## src/rtl/cic_interp_pkg.sv

```systemverilog
package cic_interp_pkg;

  typedef struct packed {
    logic takeIn;     // consume one input sample through the comb chain
    logic fireOut;    // run one integrator step and load the output register
    logic stuffZero;  // integrator input is a stuffed zero
  } cicCtl_t;

  function automatic int combWidth(int inW, int k);
    return inW + k;
  endfunction

  function automatic int integWidth(int inW, int n, int r, int m, int k);
    return inW + n - k + k * $clog2(r * m) - $clog2(r) + ((m == 1) ? 1 : 0);
  endfunction

  function automatic int fullWidth(int inW, int n, int r, int m);
    return inW + n * $clog2(r * m) - $clog2(r);
  endfunction

endpackage

```

## src/rtl/cic_interp_ctrl.sv

```systemverilog
module cic_interp_ctrl
  import cic_interp_pkg::*;
#(
  parameter int NCH  = 3,
  parameter int RATE = 4,
  localparam int CH_W = (NCH > 1) ? $clog2(NCH) : 1,
  localparam int PH_W = $clog2(RATE)
) (
  input  logic            clk,
  input  logic            rstN,
  input  logic            inValid,
  input  logic            inSop,
  input  logic            inEop,
  input  logic            outReady,
  output logic            inReady,
  output cicCtl_t         ctl,
  output logic [CH_W-1:0] inCh,
  output logic [CH_W-1:0] emitCh,
  output logic            outValid,
  output logic [CH_W-1:0] outChannel,
  output logic            outSop,
  output logic            outEop
);

  localparam logic [CH_W-1:0] LAST_CH = CH_W'(NCH - 1);
  localparam logic [PH_W-1:0] LAST_PH = PH_W'(RATE - 1);

  logic            emitting;
  logic [CH_W-1:0] chCnt;
  logic [PH_W-1:0] phase;

  assign inReady       = !emitting && outReady;
  assign inCh          = inSop ? '0 : chCnt;
  assign ctl.takeIn    = inValid && inReady;
  assign ctl.fireOut   = emitting && (!outValid || outReady);
  assign ctl.stuffZero = (phase != '0);

  always_ff @(posedge clk or negedge rstN) begin
    if (!rstN) begin
      emitting   <= 1'b0;
      chCnt      <= '0;
      phase      <= '0;
      emitCh     <= '0;
      outValid   <= 1'b0;
      outChannel <= '0;
      outSop     <= 1'b0;
      outEop     <= 1'b0;
    end else begin
      if (ctl.takeIn) begin
        chCnt <= (inEop || inCh == LAST_CH) ? '0 : inCh + 1'b1;
        if (inEop) begin
          emitting <= 1'b1;
          phase    <= '0;
          emitCh   <= '0;
        end
      end
      if (ctl.fireOut) begin
        outValid   <= 1'b1;
        outChannel <= emitCh;
        outSop     <= (emitCh == '0);
        outEop     <= (emitCh == LAST_CH);
        if (emitCh == LAST_CH) begin
          emitCh <= '0;
          if (phase == LAST_PH) emitting <= 1'b0;
          else                  phase    <= phase + 1'b1;
        end else begin
          emitCh <= emitCh + 1'b1;
        end
      end else if (outReady) begin
        outValid <= 1'b0;
      end
    end
  end

endmodule

```

## src/rtl/cic_interp_dpath.sv

```systemverilog
module cic_interp_dpath
  import cic_interp_pkg::*;
#(
  parameter int NCH   = 3,
  parameter int STG   = 3,
  parameter int MD    = 1,
  parameter int RATE  = 4,
  parameter int IN_W  = 8,
  localparam int CH_W  = (NCH > 1) ? $clog2(NCH) : 1,
  localparam int OUT_W = fullWidth(IN_W, STG, RATE, MD),
  localparam int MAXW  = integWidth(IN_W, STG, RATE, MD, STG)
) (
  input  logic                    clk,
  input  logic                    rstN,
  input  cicCtl_t                 ctl,
  input  logic [CH_W-1:0]         inCh,
  input  logic [CH_W-1:0]         emitCh,
  input  logic signed [IN_W-1:0]  inData,
  output logic signed [OUT_W-1:0] outData
);

  typedef logic signed [MAXW-1:0] wide_t;

  wide_t dly     [NCH][STG][MD];
  wide_t combRes [NCH];
  wide_t acc     [NCH][STG];
  wide_t combStg [STG+1];
  wide_t intStg  [STG+1];

  function automatic wide_t fit(wide_t v, int w);
    return (v <<< (MAXW - w)) >>> (MAXW - w);
  endfunction

  assign combStg[0] = wide_t'(inData);
  assign intStg[0]  = ctl.stuffZero ? '0 : combRes[emitCh];

  for (genvar k = 0; k < STG; k++) begin : g_stage
    localparam int CW = combWidth(IN_W, k + 1);
    localparam int IW = integWidth(IN_W, STG, RATE, MD, k + 1);
    assign combStg[k+1] = fit(combStg[k] - dly[inCh][k][MD-1], CW);
    assign intStg[k+1]  = fit(acc[emitCh][k] + intStg[k], IW);
  end

  always_ff @(posedge clk or negedge rstN) begin
    if (!rstN) begin
      for (int c = 0; c < NCH; c++) begin
        combRes[c] <= '0;
        for (int k = 0; k < STG; k++) begin
          acc[c][k] <= '0;
          for (int j = 0; j < MD; j++) dly[c][k][j] <= '0;
        end
      end
      outData <= '0;
    end else begin
      if (ctl.takeIn) begin
        combRes[inCh] <= combStg[STG];
        for (int k = 0; k < STG; k++) begin
          dly[inCh][k][0] <= combStg[k];
          for (int j = 1; j < MD; j++) dly[inCh][k][j] <= dly[inCh][k][j-1];
        end
      end
      if (ctl.fireOut) begin
        for (int k = 0; k < STG; k++) acc[emitCh][k] <= intStg[k+1];
        outData <= OUT_W'(intStg[STG]);
      end
    end
  end

endmodule

```

## src/rtl/cic_interp.sv

```systemverilog
module cic_interp
  import cic_interp_pkg::*;
#(
  parameter int NCH   = 3,
  parameter int STG   = 3,
  parameter int MD    = 1,
  parameter int RATE  = 4,
  parameter int IN_W  = 8,
  localparam int CH_W  = (NCH > 1) ? $clog2(NCH) : 1,
  localparam int OUT_W = fullWidth(IN_W, STG, RATE, MD)
) (
  input  logic                    clk,
  input  logic                    rstN,
  input  logic signed [IN_W-1:0]  inData,
  input  logic                    inValid,
  input  logic                    inSop,
  input  logic                    inEop,
  output logic                    inReady,
  output logic signed [OUT_W-1:0] outData,
  output logic                    outValid,
  output logic [CH_W-1:0]         outChannel,
  output logic                    outSop,
  output logic                    outEop,
  input  logic                    outReady
);

  cicCtl_t         ctl;
  logic [CH_W-1:0] inCh;
  logic [CH_W-1:0] emitCh;

  cic_interp_ctrl #(.NCH(NCH), .RATE(RATE)) u_ctrl (
    .clk(clk), .rstN(rstN), .inValid(inValid), .inSop(inSop), .inEop(inEop),
    .outReady(outReady), .inReady(inReady), .ctl(ctl), .inCh(inCh),
    .emitCh(emitCh), .outValid(outValid), .outChannel(outChannel),
    .outSop(outSop), .outEop(outEop)
  );

  cic_interp_dpath #(.NCH(NCH), .STG(STG), .MD(MD), .RATE(RATE), .IN_W(IN_W)) u_dpath (
    .clk(clk), .rstN(rstN), .ctl(ctl), .inCh(inCh), .emitCh(emitCh),
    .inData(inData), .outData(outData)
  );

endmodule

```

## config.mk

```make
export PLATFORM = sky130hd
export DESIGN_NAME = cic_interp
export DESIGN_NICKNAME = d
export VERILOG_FILES = /design/src/rtl/cic_interp_pkg.sv /design/src/rtl/cic_interp_ctrl.sv /design/src/rtl/cic_interp_dpath.sv /design/src/rtl/cic_interp.sv
export SDC_FILE = /design/constraint.sdc
export NUM_CORES = 1
export LEC_CHECK = 0
export ABC_AREA = 1
export BUFFER_PORTS_ARGS = -buffer_cell sky130_fd_sc_hd__buf_4
export CORE_AREA = 5 5 189 118
export CTS_BUF_LIST = sky130_fd_sc_hd__clkbuf_8
export DETAILED_ROUTE_END_ITERATION = 6
export DIE_AREA = 0 0 194 123
export PLACE_DENSITY_LB_ADDON = 0.08
export SYNTH_ARGS = -nofsm -noshare
export SYNTH_HDL_FRONTEND = slang
export SYNTH_SLANG_ARGS = --single-unit
```

## constraint.sdc

```tcl
create_clock -name clk -period 6.25 [get_ports clk]
set_clock_uncertainty 0.1 [all_clocks]
set_input_delay 1.25 -clock clk [delete_from_list [all_inputs] [get_ports clk]]
set_output_delay 1.25 -clock clk [all_outputs]
set_load 0.02 [all_outputs]
```

==> results of run 1 <==
## routing by layer
metal  global-route usage (%)  up-vias  wire (um)
met2                     39.4      404      13100
met1                     46.9     5321      16900
met5                        0        -          0
li1                         -     5361          -
met3                     5.28       48       2740
met4                     5.62        0        458
## final cells by class
class / count / area, um2
tap: 279 / 349
sequential: 243 / 6080
inverter: 169 / 639
clock buffer: 51 / 702
multi-input combinational: 1153 / 6030
clock inverter: 15 / 144
fill: 1665 / 6040
timing repair buffer: 61 / 490
## registers in the layout, summed over array words and instances (netlist names)
name and cells:
u_ctrl.outSop 1, u_ctrl.emitCh 2, u_dpath.outData 12, u_ctrl.outValid 1, u_ctrl.emitting 1, u_dpath.dly 81
u_ctrl.outChannel 2, u_dpath.acc 105, u_dpath.combRes 33, u_ctrl.outEop 1, u_ctrl.chCnt 2, u_ctrl.phase 2
## synthesized netlist by cell type, types with 7 or more instances
cell / instances
ha_1: 64
or2_2: 13
inv_1: 159
clkbuf_1: 60
nand2_1: 553
xor2_1: 22
nor2_1: 39
a21oi_1: 80
nand3_1: 52
o21ai_0: 212
nand3_2: 7
dfrtp_1: 243
a31oi_1: 7
a22oi_1: 37
xnor2_1: 11
## worst paths after layout
kind / startpoint / to / slack (ps)
max in group asynchronous: rstN / u_dpath.acc[58]$_DFFE_PN0P_ / 4180
min reg2reg: u_dpath.acc[93]$_DFFE_PN0P_ / u_dpath.acc[93]$_DFFE_PN0P_ / 370
min: u_dpath.acc[93]$_DFFE_PN0P_ / u_dpath.acc[93]$_DFFE_PN0P_ / 370
max: u_ctrl.emitCh[1]$_DFFE_PN0P_ / u_dpath.acc[88]$_DFFE_PN0P_ / 420
max reg2reg: u_ctrl.emitCh[1]$_DFFE_PN0P_ / u_dpath.acc[88]$_DFFE_PN0P_ / 420
min in group asynchronous: rstN / u_dpath.dly[67]$_DFFE_PN0P_ / 620
## tightest hold or removal path, delay by kind of cell (launching register included)
family	cells	cell delay (ps)
DFF	1	340
and+or+nand+nor	2	90
## timing repair
action                     4_1_cts  5_1_grt
buffers inserted                 0        0
hold endpoints to repair         0        0
resized for setup                0        2
setup endpoints to repair        0        4
## kinds of logic (layout without fill, tap and decap cells)
family	after synthesis	after routing
AOI/OAI and AO/OA	367	367
and+or+nand+nor	680	680
buffers and inverters	238	296
xor gates and xnor gates	33	33
DFF	243	243
muxes	3	3
adders and majority gates	70	70
## per-stage QoR
stage / instances / cell area, um2
6_report: 1971 / 14400
3_3_place_gp: 1905 / 13600
5_1_grt: 1971 / 14400
4_1_cts: 1971 / 14400
2_1_floorplan: 1634 / 13000
3_5_place_dp: 1905 / 13600
==> run metrics, run 1 <==
critical path capture point type=register; initial antenna violation count=0; first-pass GRT wire length=55.6 mm; f_max=approximately 170 MHz; via count=~11k; cell class contributing the biggest share of worst-path delay=compound AO/OA/AOI/OAI gates; Bufs and invs on worst path=4; Worst path max stage delay=about 520 ps; CTS tree=built; commonest non-fill, non-tap cell in the layout=nand2_1; Synth area leaders=dfrtp_1, nand2_1, o21ai_0, ha_1, inv_1; clock slew seen by the registers of the worst setup and hold paths=about 60 ps; Worst Path Arrival=roughly 6200 ps; Syn-to-layout area delta=11.1%; sequential-to-total area share from yosys stat=a little under half; I/O pin count=32; overall die height=123 um; Avg Inst Size Synth=7.95 um2; RePlAce Congestion=0.867; pre-CTS setup slack=between 150 and 200 ps; Starting Density=63.5%; Mapped Area=between 0.01 and 0.015 mm2; largest family of logic cells by synthesized area=simple AND/OR/NAND/NOR gates; mux cell area share after synthesis=0.231%; TritonRoute pass-1 iters=6; XOR/XNOR Fraction of Synth Area=about 2.2%; slowest CP cell=dfrtp_1; Syn. warnings=0; critical path peak fanout=17; simple-gate share of the synthesized area=between 20% and 30%; Residual DRC=0; final hold viol count=0; chip width=between 150 and 200 um; number of global-route vias before repair=around 11k; status=finished clean; post-synth top area cell=dfrtp_1; Yosys top cell area share=between 40% and 50%; setup TNS=0 ps; HPWL after DPL=between 20 and 25 mm; Slew Limit Fails=0; nets@finish=about 1.7k; most frequent cells in the layout=nand2_1, dfrtp_1, o21ai_0; largest net degree at the start of global routing=~150; Core ar.=between 0.02 and 0.025 mm2; Final setup viols=0; drt initial violations=around 1k; worst hold path class=register to register; cts bufs inserted=37; DR vias/cell=5.65; unrepaired setup endpoints after global routing=false; global route total overflow=0; period utilisation layout=93.3%; Setup crit start kind=register; hold_buf cts=0; I/O Buffers=31; drt wl/cell=around 17 um; CP dominant cell by count=nand2_1; worst-margin pin slew=899 ps; CP required=between 6000 and 7000 ps; Clock Tree Buf Depth=3; slack of the critical path=around 420 ps; r2r worst-path depth=24; top_reg_cell synth=dfrtp_1; Sink Count=243; Final Critical Period=around 5800 ps; syn_nets=about 1.7k; EDFF count, synth=0; Seq cells post-synth=roughly 240; Final ANT Viol Nets=0; latest clock arrival within the worst-skew pair=570 ps; Total GRT Usage=28.6%; Synth Area in Adders=7.09%; Cell variety after synth=45; WHS=between 300 and 400 ps; Synth async-reset ratio=100%; CP cell instances=inv_4, nor2_8, nand2_1, o221ai_1, nand2_1, fa_1, inv_1, a31oi_1, xnor2_1, ha_1, a21oi_1, nand2_1, xor2_1, ha_1, inv_1, o21bai_1, a31oi_1, o21ai_0, nand2_1, a21oi_1, o21ai_0, nand3_1, o21ai_0, inv_1; Mapped Cells=1634; Levels on crit path=24; FP Rows=41; worst hold stages=2; Setup CP Type=register to register; max cap viols=0; H-tree depth=2; Synth Area in Compound Gates=between 10% and 20%; antenna fix cells=0; share of cells above drive strength 1=under 10%; root buffer cell=clkbuf_8; Final Util=70.5%; Max-Slew Margin vs Limit=between 30% and 40%; WL final=roughly 33 mm; die footprint=between 0.02 and 0.025 mm2
Power of run 1 is not shown: default switching activity piles up to over one toggle a cycle in this logic, so the estimate is an artifact.
==> run 2: changes to the inputs <==
--- a/config.mk
+++ b/config.mk
@@ -12,6 +12,7 @@
 export DETAILED_ROUTE_END_ITERATION = 6
 export DIE_AREA = 0 0 194 123
 export PLACE_DENSITY_LB_ADDON = 0.08
+export REMOVE_ABC_BUFFERS = 1
 export SYNTH_ARGS = -nofsm -noshare
 export SYNTH_HDL_FRONTEND = slang
 export SYNTH_SLANG_ARGS = --single-unit
==> run 2 against run 1 <==
  * First-iteration DRC count increased by 7.3%
  * Fmax increased by 2.2%
  * Sequential share of layout area increased by 0.25 points
  * Critical endpoint is now u_dpath.acc[10]$_DFFE_PN0P_
==> run metrics, run 2 (synthesized netlist as in run 1, its figures left out) <==
via count=11.1k (about the same); worst hold stages=2 (unchanged); first-pass GRT wire length=54.4 mm (was 55.6 mm); Most flops, register=u_dpath.acc (unchanged); CP dominant cell by count=inv_1 (was nand2_1); RePlAce Congestion=0.886 (was 0.867); WL final=32.8 mm (was 33.2 mm); Clock Tree Buf Depth=3 (unchanged); commonest non-fill, non-tap cell in the layout=nand2_1 (unchanged); initial antenna violation count=0 (unchanged); Largest register FFs=105 (unchanged); Final Util=70.1% (was 70.5%); slowest CP cell=fa_1 (was dfrtp_1); Sink Count=243 (unchanged); FILL cells=1674 (was 1665); Max-Slew Margin vs Limit=38.9% (was 40.0%); critical path capture point type=register (unchanged); worst reg-to-reg setup slack=540 ps (was 420 ps); f_max=175 MHz (was 171 MHz); Setup CP Type=register to register (unchanged); hold_buf cts=0 (unchanged); CP required=6580 ps (was 6590 ps); Syn-to-layout area delta=10.5% (was 11.1%); nets@finish=1758 (was 1749); Total GRT Usage=28.1% (was 28.6%); drt initial violations=1073 (was 1000); Worst path max stage delay=400 ps (was 520 ps); Residual DRC=0 (unchanged); TritonRoute pass-1 iters=7 (was 6); unrepaired setup endpoints after global routing=false (unchanged); DR vias/cell=5.61 (was 5.65); worst-margin pin slew=911 ps (was 899 ps); status=finished clean (unchanged); Core ar.=0.0205 mm2 (unchanged); most frequent cells in the layout=nand2_1, dfrtp_1, o21ai_0 (unchanged); cts bufs inserted=38 (was 37); root buffer cell=clkbuf_8 (unchanged); I/O Buffers=31 (unchanged); Starting Density=63.5% (unchanged); HPWL after DPL=21.8 mm (was 21.9 mm); largest net degree at the start of global routing=133 (was 152); final hold viol count=0 (unchanged); die footprint=0.0239 mm2 (unchanged); latest clock arrival within the worst-skew pair=550 ps (was 570 ps); antenna fix cells=0 (unchanged); max cap viols=0 (unchanged); WHS Endpoint=u_dpath.acc[80]$_DFFE_PN0P_ (was u_dpath.acc[93]$_DFFE_PN0P_); CTS tree=built (unchanged); clock slew seen by the registers of the worst setup and hold paths=60 ps (about the same); FP Rows=41 (unchanged); I/O pin count=32 (unchanged); chip width=194 um (unchanged); worst hold path class=register to register (unchanged); hold wc startpoint=u_dpath.acc[80]$_DFFE_PN0P_ (was u_dpath.acc[93]$_DFFE_PN0P_); H-tree depth=2 (unchanged); overall die height=123 um (unchanged); Multi-input gate area=0.00603 mm2 (about the same); launching point of the worst reg2reg path=u_ctrl.emitCh[0]$_DFFE_PN0P_ (was u_ctrl.emitCh[1]$_DFFE_PN0P_); Worst Path Arrival=6040 ps (was 6170 ps); Final Critical Period=5710 ps (was 5830 ps); Final setup viols=0 (unchanged); Slew Limit Fails=0 (unchanged); Largest regs=u_dpath.acc x105, u_dpath.dly x81, u_dpath.combRes x33 (unchanged); global route total overflow=0 (unchanged); number of global-route vias before repair=10.5k (was 10.7k); r2r worst-path depth=27 (was 24); critical path peak fanout=15 (was 17); Setup crit start kind=register (unchanged); Seq. cell area=0.00608 mm2 (about the same); Final ANT Viol Nets=0 (unchanged); drt wl/cell=16.6 um (was 16.8 um); share of cells above drive strength 1=9.25% (was 9.46%); Reg2Reg Capture Point=u_dpath.acc[10]$_DFFE_PN0P_ (was u_dpath.acc[88]$_DFFE_PN0P_); period utilisation layout=91.3% (was 93.3%)
run 2: cell types whose count changed in the layout (fill, tap and decap cells not counted), sizes merged:
cell and change:
inv +9, buf +8, clkbuf -7, bufinv -2, clkinv -2
run 2: per-layer routing:
layer | vias up | track usage, % | routed length, um
li1 | 5377 | - | -
met1 | 5219 | 45.4 | 16300
met2 | 446 | 38.3 | 12700
met3 | 45 | 6.78 | 3340
met4 | 0 | 5.79 | 495
met5 | - | 0 | 0
run 2: critical path: cells and delay by family (launching register included):
| kind | cells | cell delay (ps) |
|---|---|---|
| compound gates | 8 | 1530 |
| flops | 1 | 380 |
| buf+inv | 6 | 680 |
| xor+xnor | 2 | 630 |
| simple gates | 7 | 960 |
| fa+ha+maj | 4 | 1290 |
run 2: what timing repair did:
action,CTS,global route
setup endpoints to repair,0,11
setup buffers,0,3
resized for setup,0,4
run 2: worst max-delay path by stage:
| stage | end | from |
|---|---|---|
| 6_report | u_dpath.acc[10]$_DFFE_PN0P_ | u_ctrl.emitCh[0]$_DFFE_PN0P_ |
| 5_1_grt | u_dpath.acc[10]$_DFFE_PN0P_ | u_ctrl.emitCh[1]$_DFFE_PN0P_ |
| 4_1_cts | u_dpath.acc[11]$_DFFE_PN0P_ | u_ctrl.emitCh[1]$_DFFE_PN0P_ |
| 3_5_place_dp | u_dpath.combRes[9]$_DFFE_PN0P_ | inSop |
| 3_3_place_gp | u_dpath.combRes[9]$_DFFE_PN0P_ | inSop |
| 2_1_floorplan | u_dpath.combRes[9]$_DFFE_PN0P_ | inSop |
run 2: through the flow:
step | hold slack (ps) | cell area [um2] | worst slack (ps) | setup TNS (ps) | cells
after floorplan | 337 | 12700 | -870 | -7920 | 1565
after global placement | 348 | 13600 | 216 | 0 | 1910
after detailed placement | 353 | 13600 | 12.0 | 0 | 1910
after CTS | 368 | 14300 | 331 | 0 | 1974
after global routing | 390 | 14400 | 15.5 | 0 | 1977
final | 367 | 14400 | 542 | 0 | 1977
run 2: layout make-up:
class / instances / share of cell area, %
flip-flops and latches: 243 / 42.4
multi-input cells: 1153 / 42.0
inverters: 169 / 4.46
clock buffers: 44 / 4.22
repair buffers: 69 / 3.75
well taps: 279 / 2.43
clock inverters: 20 / 0.750
Power of run 2 is left out for the same reason.
